## src/rtl/sar_pkg.sv

```systemverilog
// Package sar_pkg
// Shared types for the successive-approximation controller.
// Assumes: a single clock domain; all state is reset synchronously.
package sar_pkg;

    // Phases of one measurement
    typedef enum logic [1:0] {
        ST_IDLE   = 2'd0,  // waiting for start
        ST_ACQ    = 2'd1,  // sample switch closed, input settling
        ST_SET    = 2'd2,  // trial bit raised, DAC/comparator settling
        ST_DECIDE = 2'd3   // comparator sampled, keep or drop the trial bit
    } sar_state_e;

endpackage

```

## src/rtl/sar_acq_timer.sv

```systemverilog
// Module sar_acq_timer
// Counts the acquisition window that follows a start.
// expired_o is high in the last clock of a run of ACQ_CYCLES clocks.
// Assumes: ACQ_CYCLES >= 1; clear_i restarts the count from zero.
module sar_acq_timer #(
    parameter int ACQ_CYCLES = 4
) (
    input  logic clk,
    input  logic rst_n,
    input  logic clear_i,
    input  logic run_i,
    output logic expired_o
);
    localparam int CW = (ACQ_CYCLES < 2) ? 1 : $clog2(ACQ_CYCLES);
    localparam logic [CW-1:0] LAST = CW'(ACQ_CYCLES - 1);

    logic [CW-1:0] cnt_q;

    // Count the clocks spent in the acquisition window
    always_ff @(posedge clk) begin
        if (!rst_n || clear_i) begin
            cnt_q <= '0;
        end else if (run_i && cnt_q != LAST) begin
            cnt_q <= cnt_q + 1'b1;
        end
    end

    // Flag the final acquisition clock
    always_comb begin
        expired_o = run_i && (cnt_q == LAST);
    end

endmodule

```

## src/rtl/sar_ring.sv

```systemverilog
// Module sar_ring
// One-hot ring counter that marks the bit under trial.
// load_i places the token on the top bit; advance_i moves it one bit down.
// last_o is high while the token sits on bit 0.
// Assumes: load_i and advance_i are never high together.
module sar_ring #(
    parameter int WIDTH = 8
) (
    input  logic             clk,
    input  logic             rst_n,
    input  logic             load_i,
    input  logic             advance_i,
    output logic [WIDTH-1:0] ring_o,
    output logic             last_o
);
    localparam logic [WIDTH-1:0] TOP = {1'b1, {(WIDTH-1){1'b0}}};

    logic [WIDTH-1:0] ring_q;

    // Move the trial token from the top bit toward bit 0
    always_ff @(posedge clk) begin
        if (!rst_n) begin
            ring_q <= '0;
        end else if (load_i) begin
            ring_q <= TOP;
        end else if (advance_i) begin
            ring_q <= ring_q >> 1;
        end
    end

    // Export the token and the end-of-ring flag
    always_comb begin
        ring_o = ring_q;
        last_o = ring_q[0];
    end

    // the token is never duplicated
    assert_ring_onehot_R4: assert property (@(posedge clk) disable iff (!rst_n)
        $onehot0(ring_q));

    // a step moves the token exactly one bit down
    assert_ring_step_R4: assert property (@(posedge clk) disable iff (!rst_n)
        (advance_i && !load_i && ring_q != '0) |=> (ring_q == ($past(ring_q) >> 1)));

endmodule

```

## src/rtl/sar_trial_reg.sv

```systemverilog
// Module sar_trial_reg
// Approximation register. On load it holds only the top bit.
// On decide it keeps or clears the bit marked by ring_i, according to
// cmp_i, and raises the next lower bit for the following trial.
// code_next_o exposes the value the register takes at the next edge.
// Assumes: ring_i is one-hot whenever decide_i is high.
module sar_trial_reg #(
    parameter int WIDTH = 8
) (
    input  logic             clk,
    input  logic             rst_n,
    input  logic             load_i,
    input  logic             decide_i,
    input  logic             cmp_i,
    input  logic [WIDTH-1:0] ring_i,
    output logic [WIDTH-1:0] code_o,
    output logic [WIDTH-1:0] code_next_o
);
    localparam logic [WIDTH-1:0] TOP = {1'b1, {(WIDTH-1){1'b0}}};

    logic [WIDTH-1:0] code_q;
    logic [WIDTH-1:0] code_d;

    // Next code: seed the top bit, or resolve the trial bit and raise the next one
    always_comb begin
        code_d = code_q;
        if (load_i) begin
            code_d = TOP;
        end else if (decide_i) begin
            if (!cmp_i) begin
                code_d = code_q & ~ring_i;
            end
            code_d = code_d | (ring_i >> 1);
        end
    end

    // Register the approximation
    always_ff @(posedge clk) begin
        if (!rst_n) begin
            code_q <= '0;
        end else begin
            code_q <= code_d;
        end
    end

    // Drive the outputs
    always_comb begin
        code_o      = code_q;
        code_next_o = code_d;
    end

    // an input above the level keeps the trial bit
    assert_keep_bit_R5: assert property (@(posedge clk) disable iff (!rst_n)
        (decide_i && !load_i && cmp_i) |=> ((code_q & $past(ring_i)) != '0));

    // an input not above the level drops the trial bit
    assert_drop_bit_R5: assert property (@(posedge clk) disable iff (!rst_n)
        (decide_i && !load_i && !cmp_i) |=> ((code_q & $past(ring_i)) == '0));

endmodule

```

## src/rtl/sar_conv_ctrl.sv

```systemverilog
// Module sar_conv_ctrl (top)
// Sequencer of a successive-approximation measurement: acquisition window
// with the sample switch closed, then WIDTH two-clock bit trials with the
// switch open, then a one-clock done strobe and a registered result.
// Assumes: cmp_above_i is valid within one clock of a dac_code_o change;
// start_i is ignored while busy_o is high.
module sar_conv_ctrl #(
    parameter int WIDTH      = 8,
    parameter int ACQ_CYCLES = 4
) (
    input  logic             clk,
    input  logic             rst_n,
    input  logic             start_i,
    input  logic             cmp_above_i,
    output logic [WIDTH-1:0] dac_code_o,
    output logic             sample_o,
    output logic             hold_o,
    output logic             busy_o,
    output logic             done_o,
    output logic [WIDTH-1:0] result_o
);
    import sar_pkg::*;

    localparam logic [WIDTH-1:0] TOP = {1'b1, {(WIDTH-1){1'b0}}};

    sar_state_e       state_q;
    sar_state_e       state_d;
    logic             done_q;
    logic [WIDTH-1:0] result_q;
    logic             accept;
    logic             acq_expired;
    logic             decide;
    logic             ring_last;
    logic [WIDTH-1:0] ring;
    logic [WIDTH-1:0] code;
    logic [WIDTH-1:0] code_next;
    logic             armed_q;

    // Start is accepted only while idle
    always_comb begin
        accept = (state_q == ST_IDLE) && start_i;
        decide = (state_q == ST_DECIDE);
    end

    // Acquisition window timer
    sar_acq_timer #(.ACQ_CYCLES(ACQ_CYCLES)) u_acq (
        .clk       (clk),
        .rst_n     (rst_n),
        .clear_i   (accept),
        .run_i     (state_q == ST_ACQ),
        .expired_o (acq_expired)
    );

    // Trial-bit ring counter
    sar_ring #(.WIDTH(WIDTH)) u_ring (
        .clk       (clk),
        .rst_n     (rst_n),
        .load_i    (accept),
        .advance_i (decide && !ring_last),
        .ring_o    (ring),
        .last_o    (ring_last)
    );

    // Approximation register
    sar_trial_reg #(.WIDTH(WIDTH)) u_code (
        .clk         (clk),
        .rst_n       (rst_n),
        .load_i      (accept),
        .decide_i    (decide),
        .cmp_i       (cmp_above_i),
        .ring_i      (ring),
        .code_o      (code),
        .code_next_o (code_next)
    );

    // Phase sequencing
    always_comb begin
        state_d = state_q;
        unique case (state_q)
            ST_IDLE:   if (start_i) state_d = ST_ACQ;
            ST_ACQ:    if (acq_expired) state_d = ST_SET;
            ST_SET:    state_d = ST_DECIDE;
            ST_DECIDE: state_d = ring_last ? ST_IDLE : ST_SET;
            default:   state_d = ST_IDLE;
        endcase
    end

    // Phase register
    always_ff @(posedge clk) begin
        if (!rst_n) begin
            state_q <= ST_IDLE;
        end else begin
            state_q <= state_d;
        end
    end

    // Completion strobe and result capture on the last decision
    always_ff @(posedge clk) begin
        if (!rst_n) begin
            done_q   <= 1'b0;
            result_q <= '0;
        end else begin
            done_q <= decide && ring_last;
            if (decide && ring_last) begin
                result_q <= code_next;
            end
        end
    end

    // Marks that at least one clock has passed since reset (assertion history)
    always_ff @(posedge clk) begin
        if (!rst_n) begin
            armed_q <= 1'b0;
        end else begin
            armed_q <= 1'b1;
        end
    end

    // Drive the outputs from registered state
    always_comb begin
        dac_code_o = code;
        sample_o   = (state_q == ST_ACQ);
        hold_o     = (state_q == ST_SET) || (state_q == ST_DECIDE);
        busy_o     = (state_q != ST_IDLE);
        done_o     = done_q;
        result_o   = result_q;
    end

    // an accepted start loads the top bit and opens the sample window
    assert_start_load_R2: assert property (@(posedge clk) disable iff (!rst_n)
        (start_i && !busy_o) |=> (dac_code_o == TOP && sample_o && busy_o));

    // sample and hold are exclusive
    assert_sh_exclusive_R3: assert property (@(posedge clk) disable iff (!rst_n)
        !(sample_o && hold_o));

    // hold begins straight after the sample window
    assert_hold_after_sample_R3: assert property (@(posedge clk) disable iff (!rst_n)
        (armed_q && $rose(hold_o)) |-> $past(sample_o));

    // during settling only the trial bit is set among the undecided bits
    assert_lower_clear_R4: assert property (@(posedge clk) disable iff (!rst_n)
        (state_q == ST_SET) |-> ((code & ring) != '0 && (code & (ring - 1'b1)) == '0));

    // the completion strobe lasts one clock and ends the busy period
    assert_done_pulse_R6: assert property (@(posedge clk) disable iff (!rst_n)
        done_o |=> !done_o);

    assert_done_idle_R6: assert property (@(posedge clk) disable iff (!rst_n)
        done_o |-> (!busy_o && result_o == dac_code_o));

    // a start during a bit trial does not reopen the acquisition window
    assert_busy_start_R7: assert property (@(posedge clk) disable iff (!rst_n)
        (start_i && hold_o) |=> !sample_o);

    // the result moves only with the completion strobe
    assert_result_stable_R8: assert property (@(posedge clk) disable iff (!rst_n)
        (armed_q && !done_o) |-> $stable(result_o));

endmodule

```

## config.mk

```make
export PLATFORM = sky130hd
export DESIGN_NAME = sar_conv_ctrl
export DESIGN_NICKNAME = d
export VERILOG_FILES = /design/src/rtl/sar_pkg.sv /design/src/rtl/sar_acq_timer.sv /design/src/rtl/sar_ring.sv /design/src/rtl/sar_trial_reg.sv /design/src/rtl/sar_conv_ctrl.sv
export SDC_FILE = /design/constraint.sdc
export NUM_CORES = 1
export LEC_CHECK = 0
export BUFFER_PORTS_ARGS = -buffer_cell sky130_fd_sc_hd__buf_4
export CORE_MARGIN = 1
export CORE_UTILIZATION = 50
export DETAILED_ROUTE_END_ITERATION = 8
export HOLD_SLACK_MARGIN = 0.08
export PLACE_DENSITY = 0.77
export RECOVER_POWER = 50
export SLEW_MARGIN = 20
export SYNTH_ARGS = -nofsm -noshare
export SYNTH_HDL_FRONTEND = slang
export SYNTH_SLANG_ARGS = --single-unit
```

## constraint.sdc

```tcl
create_clock -name clk -period 1.6 [get_ports clk]
set_clock_uncertainty 0.15 [all_clocks]
set_input_delay 0.32 -clock clk [delete_from_list [all_inputs] [get_ports clk]]
set_output_delay 0.32 -clock clk [all_outputs]
set_load 0.01 [all_outputs]
```

==> impl_metrics.toml, run 1 <==
[global_routing]
antenna_found_initial = 0
grt_pass1_wl_um = 3970
grt-ovfl-total = 0
grt_pass1_vias = 879
globalRouteTotalUtil_pct = 21.8
grt_max_degree = 18

[worst_setup_path]
crit_path_end_kind = "primary output"
rrSetupSlack_ns = 0.13
crit_fanout = 7
critPathLaunchType = "register"
required_ns = 1.13
worst-setup-path-type = "register to primary output"
r2r_start = "state_q[1]"
r2r_end = "u_acq.cnt_q[1]"
rr_worst_depth = 5
cp_data_arrival_time_ns = 1.07

[drt]
first_iter_violations = 18
wl_per_cell_um = 13.4
viasPerCell = 5.23
routed_wl_um = 2460
vias = 963
antenna_left = 0
drc = 0
dr.pass1.iters = 4

[timing]
fin_ws_ns = 0.0638
hold_ws_ns = 0.164
slew_headroom_pct = 80.7
drv_slew = 0
tns_ns = 0
setup_viol = 0
hold_violations = 0
fin_crit_ns = 1.54
fmaxAchievable_mhz = 651
rsz0062_at_grt = "no"
tightest_slew_ns = 0.289
timing.final.crit_share_pct = 96.0

[yosys]
async_reset_ff_share_pct = 0
synth.largest_area_cell = "dfxtp_1"
yosys-top-cells-area = "dfxtp_1 48%, a21oi_1 7.5%, mux2i_1 5.8%"
synth_edf_count = 0
syn-cell-area_sq_um = 1210
synthCells = 129
ys_types = 32
ys.flop_type = "dfxtp_1"
ys_warn_count = 0
synth_area_per_cell_sq_um = 9.35
synth_top_area_share_pct = 48.1
ys_seq_elements = 29
ys_seq_area_share_pct = 48.1
synthesis.nets = 134

[finish]
final_common_cell = "dfxtp_1"
layout-drive-gt1-share_pct = 16.7
layout_common_cells = "28 x dfxtp_1, 18 x a21oi_1, 18 x clkbuf_1"
stdcell_count = 184
finalInstanceArea_sq_um = 1400
area_growth_pct = 16.0
diodes = 0
fin_nets = 160

[flow_run]
max_cap_viol_count = 0

[placed_design]
dp_hpwl_um = 1660
pre_cts_ws_ns = 0.141
gp_congestion = 0.799
dp.cells = 173
place_area_sq_um = 1340
portBuffers = 23

[hold_path]
hold_end = "result_o[0]"
holdPathStages = 2
hold_start = "rst_n"
hold_class = "input pin to register"

[floorplanning]
start_util_pct = 54.0
fp.dieW_um = 51.1
die_area_sq_um = 2610
core_sq_um = 2230
ioPinCount = 24
placementRows = 17
die_height_um = 51.1

[cts]
clock_path_buffers = 2
ctsHtreeMaxLevel = 2
cts_tree = "done"
cts_made_buffers = 5
clk_latency_ns = 0.32
path_clk_slew_ns = 0.09
cts_hold_buf = 0
cts.sinks = 29
cts_root_buffer = "clkbuf_4"

[power_and_ir_drop]
peakVddDrop_mv = 0.715
internal_power_w = 0.00114
p_sw_w = 0.000299
p_sw_share_pct = 20.8
seqPwrFrac_pct = 51.3
clockPowerShare_pct = 43.0
p_leak_nw = 0.569
pwr-share-comb_pct = 5.8
p_per_area_nw_per_um2 = 1030

[status]
outcome = "finished clean"
## power by group through the flow
| stage | clock network, W | registers, W | logic [W] |
|---|---|---|---|
| floorplan | 0 | 0.000755 | 0.0000608 |
| global placement | 0 | 0.000760 | 0.0000726 |
| detailed placement | 0 | 0.000761 | 0.0000739 |
| CTS | 0.000629 | 0.000737 | 0.0000849 |
| global route | 0.000660 | 0.000739 | 0.0000917 |
| finish | 0.000618 | 0.000738 | 0.0000831 |
## how the worst max path moves through the flow
stage                     from  slack, ns     endpoint
global route        state_q[1]       0.02       hold_o
detailed placement  state_q[0]       0.14  result_o[1]
CTS                 state_q[1]      0.004       busy_o
global placement    state_q[1]       0.20  result_o[2]
floorplan           state_q[1]       0.17       hold_o
finish              state_q[1]       0.06       hold_o
## logic make-up after synthesis
logic type / synth area share, %
xor gates and xnor gates: 0.726
buffers and inverters: 8.61
muxes: 5.81
adders and majority gates: 1.04
DFF: 48.1
AOI/OAI and AO/OA: 17.1
and+or+nand+nor: 18.6
## critical path, stage by stage, from the launching register on
cell and delay [ns]:
dfxtp_4 0.38, buf_6 0.12, buf_4 0.13, buf_6 0.11
## metrics by stage
step           util (%)  power (W)
6_report           62.6    0.00144
5_1_grt            62.6    0.00149
4_1_cts            65.5    0.00145
3_5_place_dp       60.2   0.000835
3_3_place_gp       60.2   0.000833
2_1_floorplan         -   0.000816
## sequential cells by signal, indices dropped and copies added, names as in the netlist
| register | count |
|---|---|
| u_code.code_o | 8 |
| state_q | 2 |
| result_o | 8 |
| u_ring.ring_o | 8 |
| u_acq.cnt_q | 2 |
| done_o | 1 |
## synthesized netlist by cell type, types with 2 or more instances
| cell | instances |
|---|---|
| a31oi_1 | 2 |
| nor2b_1 | 2 |
| nand2b_1 | 3 |
| nand2_1 | 12 |
| a21oi_1 | 18 |
| nand3b_1 | 3 |
| mux2i_1 | 7 |
| buf_6 | 3 |
| buf_2 | 2 |
| nor2_1 | 11 |
| inv_1 | 5 |
| o21ai_0 | 13 |
| dfxtp_1 | 29 |
## routing by layer
layer | GRT usage, % | part of all wire [%] | vias up
met1 | 27.7 | 45 | 444
li1 | - | - | 489
met2 | 32.0 | 47 | 25
met4 | 13.9 | 2.0 | 0
met3 | 6.55 | 6.1 | 5
met5 | 0 | 0 | -
## area by class of cell
cell class	instances	area, sq um
fill	217	835
sequential	29	584
multi-input combinational	86	518
timing repair buffer	28	158
clock buffer	7	55.1
tap	28	35.0
clock inverter	1	30.0
inverter	5	18.8
## what timing repair did
item | 4_1_cts | 5_1_grt
setup endpoints to repair | 3 | 2
resized for setup | 5 | 3
pin swaps | 0 | 0
setup buffers | 3 | 0
(Power assumes the default switching activity.)
==> inputs of run 2 (changes only) <==
- CORE_UTILIZATION: 50 -> 30
- PLACE_DENSITY: 0.77 -> 0.51
- SETUP_SLACK_MARGIN: not set -> 0.2
- SYNTH_HIERARCHICAL: not set -> 1
==> impl_metrics.toml, run 2 <==
[status]
outcome = "finished clean"

[finish]
layout-drive-gt1-share_pct = 25.9
diodes = 0
finalInstanceArea_sq_um = 1610
multi_input_area_sq_um = 652
fillers = 433
fin_nets = 170
final_common_cell = "dfxtp_1"
layout_common_cells = "27 x dfxtp_1, 22 x nor2_1, 17 x clkbuf_1"
seq_area_sq_um = 588
area_growth_pct = 27.4
final_core_util_pct = 40.0

[timing]
fin_ws_ns = 0.106
tns_ns = 0
slew_headroom_pct = 63.2
rsz0062_at_grt = "yes"
fin_crit_ns = 1.49
fmaxAchievable_mhz = 669
drv_slew = 0
setup_viol = 0
timing.final.crit_share_pct = 93.4
tightest_slew_ns = 0.552
hold_violations = 0

[hold_path]
holdPathStages = 3
hold_class = "input pin to register"

[yosys]
synthCells = 131
synth_common_cells = "29 x dfxtp_1, 24 x nor2_1, 16 x mux2i_1, 16 x nand2_1, 8 x nand3b_1"
yosys-top-cells-area = "dfxtp_1 46%, mux2i_1 13%, nor2_1 7.1%"
syn-cell-area_sq_um = 1260
ys_seq_area_share_pct = 45.9
synth_area_per_cell_sq_um = 9.66
ys_seq_elements = 29
yosysMostFrequentCell = "dfxtp_1"
async_reset_ff_share_pct = 0
synth_top_area_share_pct = 45.9
ys.flop_type = "dfxtp_1"
synth.largest_area_cell = "dfxtp_1"
synthesis.nets = 136
ys_types = 30
synth_edf_count = 0
ys_warn_count = 6

[drt]
wl_per_cell_um = 12.6
routed_wl_um = 2730
antenna_left = 0
dr.pass1.iters = 4
viasPerCell = 4.62
drc = 0
vias = 998
first_iter_violations = 51

[cts]
cts_made_buffers = 5
cts.sinks = 29
path_clk_slew_ns = 0.06
cts_root_buffer = "clkbuf_8"
clk_latency_ns = 0.28
clock_path_buffers = 2
ctsHtreeMaxLevel = 2
cts_tree = "done"

[worst_setup_path]
critPathLaunchType = "register"
cpPeakStageDelay_ns = 0.38
worst-setup-path-type = "register to register"
crit_path_end_kind = "register"
cp_data_arrival_time_ns = 1.51
crit_fanout = 8
rr_worst_depth = 5
slowest_stage = "dfxtp_4"
worstPathCellList = "and2_4 -> nor2b_1 -> clkbuf_2 -> mux2i_1 -> nor2_1"
required_ns = 1.62

[power_and_ir_drop]
clockPowerShare_pct = 43.7
p_sw_share_pct = 22.3
seqPwrFrac_pct = 48.6
p_sw_w = 0.000339
p_leak_nw = 0.589
peakVddDrop_mv = 0.461
internal_power_w = 0.00118
p_per_area_nw_per_um2 = 944
pwr-share-comb_pct = 7.6

[placed_design]
portBuffers = 23
gp_congestion = 0.746
pre_cts_ws_ns = 0.0364
place_area_sq_um = 1470
dp_hpwl_um = 1800

[floorplanning]
die_area_sq_um = 4480
die_height_um = 66.9
core_sq_um = 4030
placementRows = 23
fp.dieW_um = 66.9
start_util_pct = 31.4
ioPinCount = 24

[global_routing]
grt_max_degree = 25
grt-ovfl-total = 0
grt_pass1_wl_um = 4490
antenna_found_initial = 0
grt_pass1_vias = 1045
globalRouteTotalUtil_pct = 13.9

[flow_run]
max_cap_viol_count = 0
run 2: changes by cell type after synthesis, sizes merged, moves of 2 or more:
cell	delta
a21oi	-17
nor2	+13
o21ai	-13
mux2i	+9
a22oi	+6
nand3b	+5
inv	-4
and2	+3
nand2	+3
a31oi	-2
run 2: what timing repair did:
action,CTS,global route
pin swaps,3,6
gates cloned,0,1
resized for setup,5,10
setup buffers,7,1
hold buffers,0,0
setup endpoints to repair,20,30
run 2: critical path, delay by kind of cell, from the launching register on:
kind	cells	cell delay (ns)
flip-flops	1	0.38
AND/OR/NAND/NOR	3	0.36
buffers and inverters	1	0.26
multiplexers	1	0.24
run 2: routing by layer:
metal / track usage, % / share of wire, % / up-vias
met4: 6.12 / 1.2 / 0
met1: 15.2 / 43 / 470
met2: 23.6 / 51 / 21
met3: 5.31 / 5.2 / 4
li1: - / - / 503
met5: 0 / 0 / -
run 2: power by group through the flow:
stage,clock network [W],registers [W],logic [W]
after floorplan,0,0.000755,0.0000602
after global placement,0,0.000756,0.0000923
after detailed placement,0,0.000756,0.0000929
after CTS,0.000691,0.000739,0.000102
after global routing,0.000719,0.000741,0.000128
final,0.000665,0.000740,0.000116
run 2: layout make-up:
cell class	count	area share, %
multi-input cells	94	40.5
flip-flops and latches	29	36.5
repair buffers	34	12.7
clock buffers	7	5.98
well taps	50	3.88
clock inverters	1	0.311
inverters	1	0.233
run 2: path summary, 6_finish.rpt:
path | startpoint | to | slack (ns)
worst min-delay path | start_i | state_q[0] | 0.20
worst min register to register | result_o[7] | result_o[7] | 0.30
worst max register to register | state_q[0] | u_ring/ring_o[4] | 0.11
worst max-delay path | state_q[0] | u_ring/ring_o[4] | 0.11
run 2: cells by family after synthesis:
group	count (synthesis)	synth area share, %
DFF	29	45.9
muxes	16	12.7
xor gates and xnor gates	1	0.693
AOI/OAI and AO/OA	12	8.11
and+or+nand+nor	63	25.9
adders and majority gates	1	0.989
buffers and inverters	9	5.74
run 2: through the flow:
step / power, W / instances / hold WS [ns]
floorplan: 0.000815 / 131 / 0.288
global placement: 0.000848 / 199 / 0.295
detailed placement: 0.000849 / 199 / 0.301
CTS: 0.00153 / 214 / 0.182
global route: 0.00159 / 216 / 0.200
finish: 0.00152 / 216 / 0.200
